File: src/rtl/irqRouterPkg.sv
package irqRouterPkg;

  typedef enum logic [2:0] {
    SEL_NONE,
    SEL_STAT_LO,
    SEL_STAT_HI,
    SEL_MASK_LO,
    SEL_MASK_HI,
    SEL_DEST_LO,
    SEL_DEST_HI
  } regSel_e;

  typedef struct packed {
    logic    clrStatLo;
    logic    clrStatHi;
    logic    wrMaskLo;
    logic    wrMaskHi;
    logic    wrDestLo;
    logic    wrDestHi;
    regSel_e rdSel;
  } busStrobe_t;

endpackage

File: src/rtl/irqCtrl.sv
module irqCtrl
  import irqRouterPkg::*;
#(
  parameter int ADDR_W = 16,
  parameter logic [ADDR_W-1:0] STAT_ADDR = 16'hFE04,
  parameter logic [ADDR_W-1:0] MASK_ADDR = 16'hFE0D,
  parameter logic [ADDR_W-1:0] DEST_ADDR = 16'hFE0E,
  parameter logic [ADDR_W-1:0] HI_OFS    = 16'h0010
) (
  input  logic [ADDR_W-1:0] busAddr,
  input  logic              busWe,
  input  logic              busRe,
  output busStrobe_t        stb
);

  regSel_e hitSel;

  always_comb begin
    if      (busAddr == STAT_ADDR)          hitSel = SEL_STAT_LO;
    else if (busAddr == STAT_ADDR + HI_OFS) hitSel = SEL_STAT_HI;
    else if (busAddr == MASK_ADDR)          hitSel = SEL_MASK_LO;
    else if (busAddr == MASK_ADDR + HI_OFS) hitSel = SEL_MASK_HI;
    else if (busAddr == DEST_ADDR)          hitSel = SEL_DEST_LO;
    else if (busAddr == DEST_ADDR + HI_OFS) hitSel = SEL_DEST_HI;
    else                                    hitSel = SEL_NONE;
  end

  always_comb begin
    stb.clrStatLo = busWe && (hitSel == SEL_STAT_LO);
    stb.clrStatHi = busWe && (hitSel == SEL_STAT_HI);
    stb.wrMaskLo  = busWe && (hitSel == SEL_MASK_LO);
    stb.wrMaskHi  = busWe && (hitSel == SEL_MASK_HI);
    stb.wrDestLo  = busWe && (hitSel == SEL_DEST_LO);
    stb.wrDestHi  = busWe && (hitSel == SEL_DEST_HI);
    stb.rdSel     = busRe ? hitSel : SEL_NONE;
  end

endmodule

File: src/rtl/irqDp.sv
module irqDp
  import irqRouterPkg::*;
#(
  parameter int NUM_PERIPH = 8,
  parameter int NUM_EXT    = 2,
  parameter int DATA_W     = 8,
  parameter int SYNC_LEN   = 2
) (
  input  logic                  clk,
  input  logic                  rstN,
  input  busStrobe_t            stb,
  input  logic [DATA_W-1:0]     busWdata,
  input  logic [NUM_PERIPH-1:0] periphReq,
  input  logic [NUM_EXT-1:0]    extPin,
  output logic [DATA_W-1:0]     busRdata,
  output logic [1:0]            irqLine,
  output logic                  wakePulse
);

  localparam int NS   = NUM_PERIPH + NUM_EXT;
  localparam int HI_W = NS - DATA_W;
  localparam int PIPE = SYNC_LEN + 1;

  logic [NS-1:0]         statusQ, statusD;
  logic [NS-1:0]         maskQ, maskD;
  logic [NS-1:0]         destQ, destD;
  logic [NS-1:0]         clrVec, riseVec, pendEn;
  logic [NUM_PERIPH-1:0] reqPrevQ;
  logic [NUM_EXT-1:0]    extRise;
  logic                  anyQ;

  // external pins: synchronizer stages followed by one history stage
  for (genvar g = 0; g < NUM_EXT; g++) begin : gExt
    logic [PIPE-1:0] pipeQ;
    always_ff @(posedge clk) begin
      if (!rstN) pipeQ <= '0;
      else       pipeQ <= {pipeQ[PIPE-2:0], extPin[g]};
    end
    assign extRise[g] = pipeQ[PIPE-2] & ~pipeQ[PIPE-1];
  end

  assign riseVec = {extRise, periphReq & ~reqPrevQ};

  always_comb begin
    clrVec = '0;
    if (stb.clrStatLo) clrVec[DATA_W-1:0] = busWdata;
    if (stb.clrStatHi) clrVec[NS-1:DATA_W] = busWdata[HI_W-1:0];
    statusD = (statusQ & ~clrVec) | riseVec;
  end

  always_comb begin
    maskD = maskQ;
    destD = destQ;
    if (stb.wrMaskLo) maskD[DATA_W-1:0]  = busWdata;
    if (stb.wrMaskHi) maskD[NS-1:DATA_W] = busWdata[HI_W-1:0];
    if (stb.wrDestLo) destD[DATA_W-1:0]  = busWdata;
    if (stb.wrDestHi) destD[NS-1:DATA_W] = busWdata[HI_W-1:0];
  end

  assign pendEn = statusQ & maskQ;

  always_ff @(posedge clk) begin
    if (!rstN) begin
      statusQ  <= '0;
      maskQ    <= '0;
      destQ    <= '0;
      reqPrevQ <= '0;
      anyQ     <= 1'b0;
    end else begin
      statusQ  <= statusD;
      maskQ    <= maskD;
      destQ    <= destD;
      reqPrevQ <= periphReq;
      anyQ     <= |pendEn;
    end
  end

  assign irqLine[0] = |(pendEn & ~destQ);
  assign irqLine[1] = |(pendEn & destQ);
  assign wakePulse  = (|pendEn) & ~anyQ;

  always_comb begin
    unique case (stb.rdSel)
      SEL_STAT_LO: busRdata = statusQ[DATA_W-1:0];
      SEL_STAT_HI: busRdata = DATA_W'(statusQ[NS-1:DATA_W]);
      SEL_MASK_LO: busRdata = maskQ[DATA_W-1:0];
      SEL_MASK_HI: busRdata = DATA_W'(maskQ[NS-1:DATA_W]);
      SEL_DEST_LO: busRdata = destQ[DATA_W-1:0];
      SEL_DEST_HI: busRdata = DATA_W'(destQ[NS-1:DATA_W]);
      default:     busRdata = '0;
    endcase
  end

endmodule

File: src/rtl/irqRouter.sv
module irqRouter
  import irqRouterPkg::*;
#(
  parameter int NUM_PERIPH = 8,
  parameter int NUM_EXT    = 2,
  parameter int ADDR_W     = 16,
  parameter int DATA_W     = 8,
  parameter logic [ADDR_W-1:0] STAT_ADDR = 16'hFE04,
  parameter logic [ADDR_W-1:0] MASK_ADDR = 16'hFE0D,
  parameter logic [ADDR_W-1:0] DEST_ADDR = 16'hFE0E,
  parameter logic [ADDR_W-1:0] HI_OFS    = 16'h0010
) (
  input  logic                  clk,
  input  logic                  rstN,
  input  logic [ADDR_W-1:0]     busAddr,
  input  logic [DATA_W-1:0]     busWdata,
  input  logic                  busWe,
  input  logic                  busRe,
  output logic [DATA_W-1:0]     busRdata,
  input  logic [NUM_PERIPH-1:0] periphReq,
  input  logic [NUM_EXT-1:0]    extPin,
  output logic                  irqLine0,
  output logic                  irqLine1,
  output logic                  wakePulse
);

  busStrobe_t stb;
  logic [1:0] irqLine;

  irqCtrl #(
    .ADDR_W(ADDR_W), .STAT_ADDR(STAT_ADDR), .MASK_ADDR(MASK_ADDR),
    .DEST_ADDR(DEST_ADDR), .HI_OFS(HI_OFS)
  ) u_ctrl (
    .busAddr(busAddr), .busWe(busWe), .busRe(busRe), .stb(stb)
  );

  irqDp #(
    .NUM_PERIPH(NUM_PERIPH), .NUM_EXT(NUM_EXT), .DATA_W(DATA_W), .SYNC_LEN(2)
  ) u_dp (
    .clk(clk), .rstN(rstN), .stb(stb), .busWdata(busWdata),
    .periphReq(periphReq), .extPin(extPin), .busRdata(busRdata),
    .irqLine(irqLine), .wakePulse(wakePulse)
  );

  assign irqLine0 = irqLine[0];
  assign irqLine1 = irqLine[1];

endmodule

File: config.mk
export PLATFORM = sky130hd
export DESIGN_NAME = irqRouter
export DESIGN_NICKNAME = d
export VERILOG_FILES = /design/src/rtl/irqRouterPkg.sv /design/src/rtl/irqCtrl.sv /design/src/rtl/irqDp.sv /design/src/rtl/irqRouter.sv
export SDC_FILE = /design/constraint.sdc
export NUM_CORES = 1
export LEC_CHECK = 0
export ABC_AREA = 0
export BUFFER_PORTS_ARGS = -buffer_cell sky130_fd_sc_hd__buf_2
export CORE_MARGIN = 2
export CORE_UTILIZATION = 30
export CTS_CLUSTER_DIAMETER = 100
export DETAILED_ROUTE_END_ITERATION = 8
export GPL_ROUTABILITY_DRIVEN = 0
export PLACE_DENSITY = 0.5
export SYNTH_ARGS = -nofsm -noshare
export SYNTH_HDL_FRONTEND = slang
export SYNTH_SLANG_ARGS = --single-unit
File: constraint.sdc
create_clock -name clk -period 2.3 [get_ports clk]
set_input_delay 0.46 -clock clk [delete_from_list [all_inputs] [get_ports clk]]
set_output_delay 0.46 -clock clk [all_outputs]
set_load 0.05 [all_outputs]
==> results.json, run 1 <==
{
  "ys_async_sr_fraction_pct": 0,
  "core_area_um2": 7687,
  "cts_hold_buf": 0,
  "ys_seq_elements": 45,
  "die_w_um": 93.04,
  "numCtsBuffers": 5,
  "num_rows": 32,
  "path_max_fanout": 4,
  "end_kind": "output port",
  "area_delta_synth_final_pct": 42.35,
  "clk_latency_ps": 300,
  "hold_viol_final": 0,
  "p_leak_uw": 0.001419,
  "stdcell_count": 461,
  "wl_per_cell_um": 15.28,
  "via_count": 2374,
  "n_antenna_cell": 0,
  "syn_avg_cell_area_um2": 8.649,
  "worstPathArrival_ps": 2060,
  "die_area_um2": 8656,
  "synth-edff-count": 0,
  "grt_max_degree": 24,
  "cts_tree": "yes",
  "violations": "negative setup slack",
  "hold_class": "input pin to register",
  "yosysSeqAreaShare_pct": 37.87,
  "clock-sinks": 45,
  "period_needed_ps": 2518,
  "rsz0062_at_grt": "yes",
  "ff_latch_area_um2": 900.9,
  "startpoint_type": "input pin",
  "drive_gt1_share_pct": 37.60,
  "yosysWarnings": 0,
  "syn_area_um2": 2379,
  "maxCapViolations": 0,
  "synth_cell_types": 52,
  "routed_via_density": 5.150,
  "p_total_uw": 1545,
  "fin_ws_ps": -218.4,
  "finalSetupViolCount": 8,
  "grt_pass1_wl_mm": 11.78,
  "finalMaxSlewViolations": 0,
  "grt_overflow": 0,
  "portBuffers": 48,
  "period_share_pct": 109.5,
  "grt_pass1_vias": 2380,
  "wl_mm": 7.046,
  "ir_worst_vdd_uv": 404.0,
  "syn-num-nets": 313,
  "drtIter0Drc": 100,
  "hold_depth": 2,
  "crit_type": "input pin to output port",
  "worst_slew_pin_slew_ps": 722.8,
  "io-pin-count": 49,
  "die_h_um": 93.04,
  "drt_pass1_iterations": 4,
  "relSlewSlack_pct": 51.76,
  "final_antenna_net_count": 0,
  "required_ps": 1840,
  "nets": 396,
  "fmax_ghz": 0.3971,
  "final.setup.tns_ps": -1341,
  "yosys_most_used_dff": "dfxtp_1",
  "p_per_area_nw_per_um2": 456.2,
  "fill_cells": 779,
  "final_cell_mix": "dfxtp_1 (45), buf_4 (37), buf_2 (36)",
  "antenna_found_initial": 0,
  "status": "complete, but fails checks",
  "htree_levels": 2,
  "clock_path_buffers": 2,
  "design_area_um2": 3386,
  "final_common_cell": "dfxtp_1",
  "place_area_um2": 3067,
  "initial_utilization_pct": 30.94,
  "clkTransAtPathRegs_ps": 90,
  "drc_errors": 0,
  "multi_input_area_um2": 1612,
  "skew_ps": 11.64,
  "dp_cells": 452,
  "reg2reg_depth": 4,
  "synthCells": 275,
  "dpl.hpwl_mm": 5.236,
  "track_usage_pct": 17.23,
  "clock-root-buffer": "clkbuf_8"
}
[worst max-delay path, stage by stage]
cell	delay, ps
buf_6	90
and4b_2	320
nand4_1	230
or4_4	500
o211ai_1	230
buf_4	230
[final timing paths]
| kind | slack (ps) | endpoint | from |
|---|---|---|---|
| setup / recovery | -220 | busRdata[0] | busAddr[5] |
| hold / removal | 360 | u_dp.gExt[1].pipeQ[0] | extPin[1] |
| setup reg to reg | 1140 | u_dp.anyQ | u_dp.statusQ[1] |
| hold reg to reg | 440 | u_dp.gExt[0].pipeQ[1] | u_dp.gExt[0].pipeQ[0] |
[per-layer routing]
metal	GRT usage, %	up-vias	part of all wire, %
met4	4.412	0	0.92
met1	24.09	1135	49
met5	0	-	0
met2	27.54	47	45
li1	-	1183	-
met3	3.062	9	4.4
[area by class of cell]
class | count | share of cell area (%)
Multi-Input combinational cell | 215 | 47.60
Sequential cell | 45 | 26.61
Timing Repair Buffer | 85 | 18.44
Tap cell | 102 | 3.769
Clock buffer | 6 | 2.439
Inverter | 6 | 0.6652
Clock inverter | 2 | 0.4804
[repair_timing]
| action | 4_1_cts | 5_1_grt |
|---|---|---|
| endpoints found under the setup margin | 8 | 8 |
| buffers inserted | 0 | 3 |
| gates cloned | 0 | 0 |
| gates resized for setup | 33 | 23 |
| pin swaps | 5 | 15 |
[state kept, by name (all words and copies together), names as in the netlist]
register	count
u_dp.destQ	10
u_dp.anyQ	1
u_dp.maskQ	10
u_dp.reqPrevQ	8
u_dp.statusQ	10
u_dp.gExt.pipeQ	6
[synthesized netlist by cell type, types with 3 or more instances]
cell	n	area share (%)
nand2_1	15	2.4
nand2b_1	3	0.79
clkbuf_1	5	0.79
nand4_1	6	1.6
a21o_1	6	1.9
nor2b_1	17	4.5
o2111ai_1	3	1.1
dfxtp_1	45	38
nor3_1	3	0.63
and2_1	14	3.7
a21oi_1	21	4.4
o21ai_0	21	4.4
inv_1	6	0.95
and3_1	7	1.8
nand3_1	20	4.2
mux2i_1	11	4.6
o22ai_1	5	1.3
a22o_1	6	2.2
nor2_1	18	2.8
[power by group]
| group | internal [µW] | switching, µW |
|---|---|---|
| registers | 803 | 21.0 |
| clock network | 248 | 281 |
| logic | 93.1 | 98.4 |
| total | 1140 | 401 |
[per-stage QoR]
step | hold slack [ps] | setup WS, ps | utilization, %
final | 364.6 | -218.4 | 44.04
after global routing | 365.1 | -258.5 | 44.04
after floorplan | 411.9 | -282.4 | -
after CTS | 355.7 | -193.2 | 42.87
after detailed placement | 421.2 | -328.7 | 39.89
after global placement | 416.2 | -316.7 | 39.89
[cell families (layout without fill, tap and decap cells)]
group                     count (synthesis)  in the layout  share of synthesized area [%]
and+or+nand+nor                         123            123                          31.77
AOI/OAI and AO/OA                        79             79                          22.20
DFF                                      45             45                          37.87
buffers and inverters                    15             99                          2.788
muxes                                    11             11                          4.629
xor gates and xnor gates                  2              2                         0.7366
No activity file was read; power rests on OpenSTA's default activity.
==> run 2: changes to the inputs <==
Settings changed: CORE_UTILIZATION 30 to 40, MAX_ROUTING_LAYER set to met4, PLACE_DENSITY 0.5 to 0.63.
==> run 2 against run 1 <==
  * The run still ends with negative setup slack left
  * Sequential power about the same
  * Worst hold slack worse by 7.3 ps
  * Worst setup slack better by 97 ps
  * Critical path depth up 3
  * Die area is 24% lower
  * Highest routed layer unchanged
==> results.json, run 2 (synthesis gave the netlist of run 1 again) <==
{
  "reg_top3": "u_dp.destQ (10), u_dp.maskQ (10), u_dp.statusQ (10)",
  "rsz0062_at_grt": "yes",
  "wl_met2_mm": 3.382,
  "die_area_um2": 6579,
  "ir_worst_vdd_uv": 320.0,
  "worst_slew_pin_slew_ps": 722.7,
  "violations": "negative setup slack",
  "drtIter0Drc": 116,
  "clock-sinks": 45,
  "num_rows": 28,
  "n_antenna_cell": 0,
  "period_needed_ps": 2422,
  "cts_hold_buf": 0,
  "path_max_fanout": 8,
  "drt_pass1_iterations": 4,
  "wl_met3_um": 443,
  "via_count": 2455,
  "die_h_um": 81.11,
  "initial_utilization_pct": 40.90,
  "die_w_um": 81.11,
  "routed_via_density": 5.618,
  "numCtsBuffers": 5,
  "final_common_cell": "dfxtp_1",
  "core_area_um2": 5816,
  "fmax_ghz": 0.4129,
  "area_delta_synth_final_pct": 44.82,
  "drive_gt1_share_pct": 37.29,
  "p_total_uw": 1637,
  "portBuffers": 48,
  "wl_met1_mm": 2.999,
  "maxCapViolations": 0,
  "clock_path_buffers": 2,
  "reg2reg_depth": 4,
  "fin_ws_ps": -121.8,
  "grt_pass1_vias": 2333,
  "wl_per_cell_um": 15.82,
  "grt_max_degree": 24,
  "hold_viol_final": 0,
  "p_leak_uw": 0.001453,
  "place_area_um2": 3015,
  "hold_class": "input pin to register",
  "finalSetupViolCount": 8,
  "hold_depth": 2,
  "worstPathArrival_ps": 1960,
  "dpl.hpwl_mm": 4.941,
  "clock-root-buffer": "clkbuf_8",
  "grt_overflow": 0,
  "wl_mm": 6.913,
  "crit_type": "input pin to output port",
  "drc_errors": 0,
  "final_cell_mix": "dfxtp_1 (45), buf_2 (36), buf_4 (34)",
  "period_share_pct": 105.3,
  "track_usage_pct": 22.71,
  "clkTransAtPathRegs_ps": 80,
  "clk_latency_ps": 300,
  "finalMaxSlewViolations": 0,
  "io-pin-count": 49,
  "antenna_found_initial": 0,
  "end_kind": "output port",
  "maxUsedRoutingLayer": "met4",
  "final_antenna_net_count": 0,
  "htree_levels": 2,
  "status": "complete, but fails checks",
  "p_per_area_nw_per_um2": 475.4,
  "holdWs_ps": 357.4,
  "skew_ps": 10.09,
  "startpoint_type": "input pin",
  "cts_tree": "yes",
  "relSlewSlack_pct": 51.77,
  "required_ps": 1840,
  "grt_pass1_wl_mm": 11.12,
  "nets": 399,
  "design_area_um2": 3445
}
-- run 2: worst paths after layout --
kind	start	to	slack [ps]
worst min register to register	u_dp.gExt[1].pipeQ[0]	u_dp.gExt[1].pipeQ[1]	440
worst min-delay path	extPin[0]	u_dp.gExt[0].pipeQ[0]	360
worst max register to register	u_dp.statusQ[1]	u_dp.anyQ	1210
worst max-delay path	busAddr[0]	busRdata[5]	-120
-- run 2: layer usage --
layer,up-vias,GRT usage (%)
li1,1193,-
met1,1167,27.56
met2,84,37.44
met3,11,4.889
met4,0,7.627
met5,-,-
-- run 2: what timing repair did --
item	4_1_cts	5_1_grt
setup buffers	6	3
setup endpoints to repair	8	8
pin swaps	17	19
gates cloned	0	0
resized for setup	44	16
-- run 2: cell type report --
cell class,instances,area [µm²]
fillers,531,2371
flip-flops and latches,45,900.9
clock inverters,1,30.03
well taps,75,93.84
clock buffers,7,86.33
repair buffers,88,678.2
inverters,6,22.52
multi-input cells,215,1633
-- run 2: report_power, final --
group          total, µW  internal (µW)  switching (µW)
combinational        200           97.8             102
sequential           822            803            19.1
clock                615            354             261
total               1640           1250             382
-- run 2: through the flow --
stage                     cells  setup WS [ps]  util, %  TNS, ps
after global placement      421         -311.3    51.85    -2345
after floorplan             275         -282.4        -    -1001
after global routing        437         -196.6    59.23    -1390
after CTS                   435         -119.4    57.49   -823.4
final                       437         -121.8    59.23   -873.5
after detailed placement    421         -340.3    51.85    -2558
-- run 2: critical path: stages --
cell and delay [ps]:
buf_6 100, buf_6 120, xor2_2 150, o2111a_2 350
nand3_2 130, nor3_4 240, buf_6 160, a21o_4 120
buf_8 130
==> run 3: changes to the inputs <==
Settings changed: MAX_ROUTING_LAYER met4 to not set.
==> run 3 against run 2 <==
  * The run still ends with negative setup slack left
  * Worst setup slack worse by 2.4 ps
  * Largest cell class unchanged
  * Worst hold slack better by 1.1 ps
  * Sequential share of layout area unchanged
  * Sequential power about the same
  * Total power about the same
  * Clock-buffer cell count unchanged
  * Utilization unchanged
  * Wire length about the same
  * Register-to-register slack about the same
  * Clock power about the same
==> results.json, run 3 (synthesis gave the netlist of run 1 again) <==
{
  "status": "complete, but fails checks",
  "violations": "negative setup slack",
  "fin_ws_ps": -124.2,
  "crit_type": "input pin to output port",
  "via_count": 2420,
  "path_max_fanout": 8,
  "rr_endpoint": "u_dp.anyQ",
  "die_w_um": 81.11,
  "crit_start": "busAddr[0]",
  "p_sw_share_pct": 23.34,
  "hold_class": "input pin to register",
  "core_area_um2": 5816,
  "fin_util_pct": 59.23,
  "numCtsBuffers": 5,
  "startpoint_type": "input pin",
  "combPwrFrac_pct": 12.2,
  "skew_ps": 9.440,
  "track_usage_pct": 22.02,
  "p_int_uw": 1255,
  "relSlewSlack_pct": 53.22,
  "final_cell_mix": "dfxtp_1 (45), buf_2 (36), buf_4 (34)",
  "wl_per_cell_um": 15.82,
  "power.share.clock_pct": 37.6,
  "cts_tree": "yes",
  "required_ps": 1840,
  "place_area_um2": 3015,
  "finalMaxSlewViolations": 0,
  "drive_gt1_share_pct": 37.29,
  "end_kind": "output port",
  "htree_levels": 2,
  "worstPathArrival_ps": 1960,
  "portBuffers": 48,
  "grt_pass1_vias": 2337,
  "drt_pass1_iterations": 4,
  "n_antenna_cell": 0,
  "nets": 399,
  "p_leak_uw": 0.001453,
  "drtIter0Drc": 147,
  "r2r_setup_slack_ps": 1210,
  "busiest_layer": "met2",
  "antenna_found_initial": 0,
  "drc_errors": 0,
  "grt_overflow": 0,
  "grt_max_degree": 24,
  "period_needed_ps": 2424,
  "dpl.hpwl_mm": 4.941,
  "clkTransAtPathRegs_ps": 80,
  "p_seq_share_pct": 50.2,
  "period_share_pct": 105.4,
  "design_area_um2": 3445,
  "clock-root-buffer": "clkbuf_8",
  "clk_latency_ps": 300,
  "final_common_cell": "dfxtp_1",
  "initial_utilization_pct": 40.90,
  "ir_worst_vdd_uv": 319.6,
  "dp_cells": 421,
  "reg_top3": "u_dp.destQ (10), u_dp.maskQ (10), u_dp.statusQ (10)",
  "routed_via_density": 5.538,
  "final_antenna_net_count": 0,
  "p_total_uw": 1637,
  "finalSetupViolCount": 8,
  "clock_path_buffers": 2,
  "hold_viol_final": 0,
  "io-pin-count": 49,
  "cp-endpoint": "busRdata[5]",
  "rsz0062_at_grt": "yes",
  "reg2reg_depth": 4,
  "holdWs_ps": 358.5,
  "grt_use_met3_pct": 5.111,
  "worst_slew_pin_slew_ps": 700.9,
  "area_delta_synth_final_pct": 44.82,
  "p_per_area_nw_per_um2": 475.2,
  "grt_pass1_wl_mm": 11.10,
  "cts_hold_buf": 0,
  "r2r-start": "u_dp.statusQ[1]",
  "switchingPower_uw": 382.0,
  "grtUsageMet1_pct": 27.22,
  "use_met2_pct": 37.52,
  "stdcell_count": 437,
  "maxCapViolations": 0,
  "wl_mm": 6.914,
  "die_h_um": 81.11,
  "num_rows": 28,
  "fmax_ghz": 0.4125,
  "clock-sinks": 45,
  "die_area_um2": 6579
}
[run 3: cell counts in the layout (fill, tap and decap cells not counted)]
Identical to the previous run, type by type.
[run 3: power groups by stage]
stage	registers (µW)	clock network, µW	logic (µW)
6_report	822	615	200
5_1_grt	826	662	218
4_1_cts	822	630	184
3_5_place_dp	840	0	169
3_3_place_gp	839	0	165
2_1_floorplan	833	0	87.7
[run 3: per-layer routing]
layer	share of wire, %	up-vias	routed length (µm)
li1	-	1187	-
met1	43	1137	2942
met2	49	85	3400
met3	6.9	11	479
met4	1.3	0	91
met5	0	-	0
[run 3: area by class of cell]
class | count | area [µm²]
clock inverters | 1 | 30.03
fillers | 531 | 2371
inverters | 6 | 22.52
multi-input cells | 215 | 1633
flip-flops and latches | 45 | 900.9
repair buffers | 88 | 678.2
well taps | 75 | 93.84
clock buffers | 7 | 86.33
[run 3: repair_timing]
action,4_1_cts,5_1_grt
setup endpoints to repair,8,8
pin swaps,17,19
setup buffers,6,3
hold endpoints to repair,0,0
gates resized for setup,44,16
[run 3: stage by stage]
| step | setup WS (ps) | TNS, ps |
|---|---|---|
| 2_1_floorplan | -282.4 | -1001 |
| 3_3_place_gp | -311.3 | -2345 |
| 3_5_place_dp | -340.3 | -2558 |
| 4_1_cts | -119.4 | -823.4 |
| 5_1_grt | -201.8 | -1421 |
| 6_report | -124.2 | -884.7 |
[run 3: worst min path at each step]
stage                               start                    end  slack (ps)  depth (start not counted)
global placement    u_dp.gExt[0].pipeQ[0]  u_dp.gExt[0].pipeQ[1]         420                          1
detailed placement  u_dp.gExt[1].pipeQ[0]  u_dp.gExt[1].pipeQ[1]         420                          1
CTS                             extPin[0]  u_dp.gExt[0].pipeQ[0]         350                          2
global route                    extPin[0]  u_dp.gExt[0].pipeQ[0]         360                          2
finish                          extPin[0]  u_dp.gExt[0].pipeQ[0]         360                          2
floorplan           u_dp.gExt[0].pipeQ[0]  u_dp.gExt[0].pipeQ[1]         410                          1
[run 3: critical path, cell delays in order]
cell and delay (ps):
buf_6 100, buf_6 120, xor2_2 150, o2111a_2 350, nand3_2 130, nor3_4 240
buf_6 160, a21o_4 110, buf_8 130
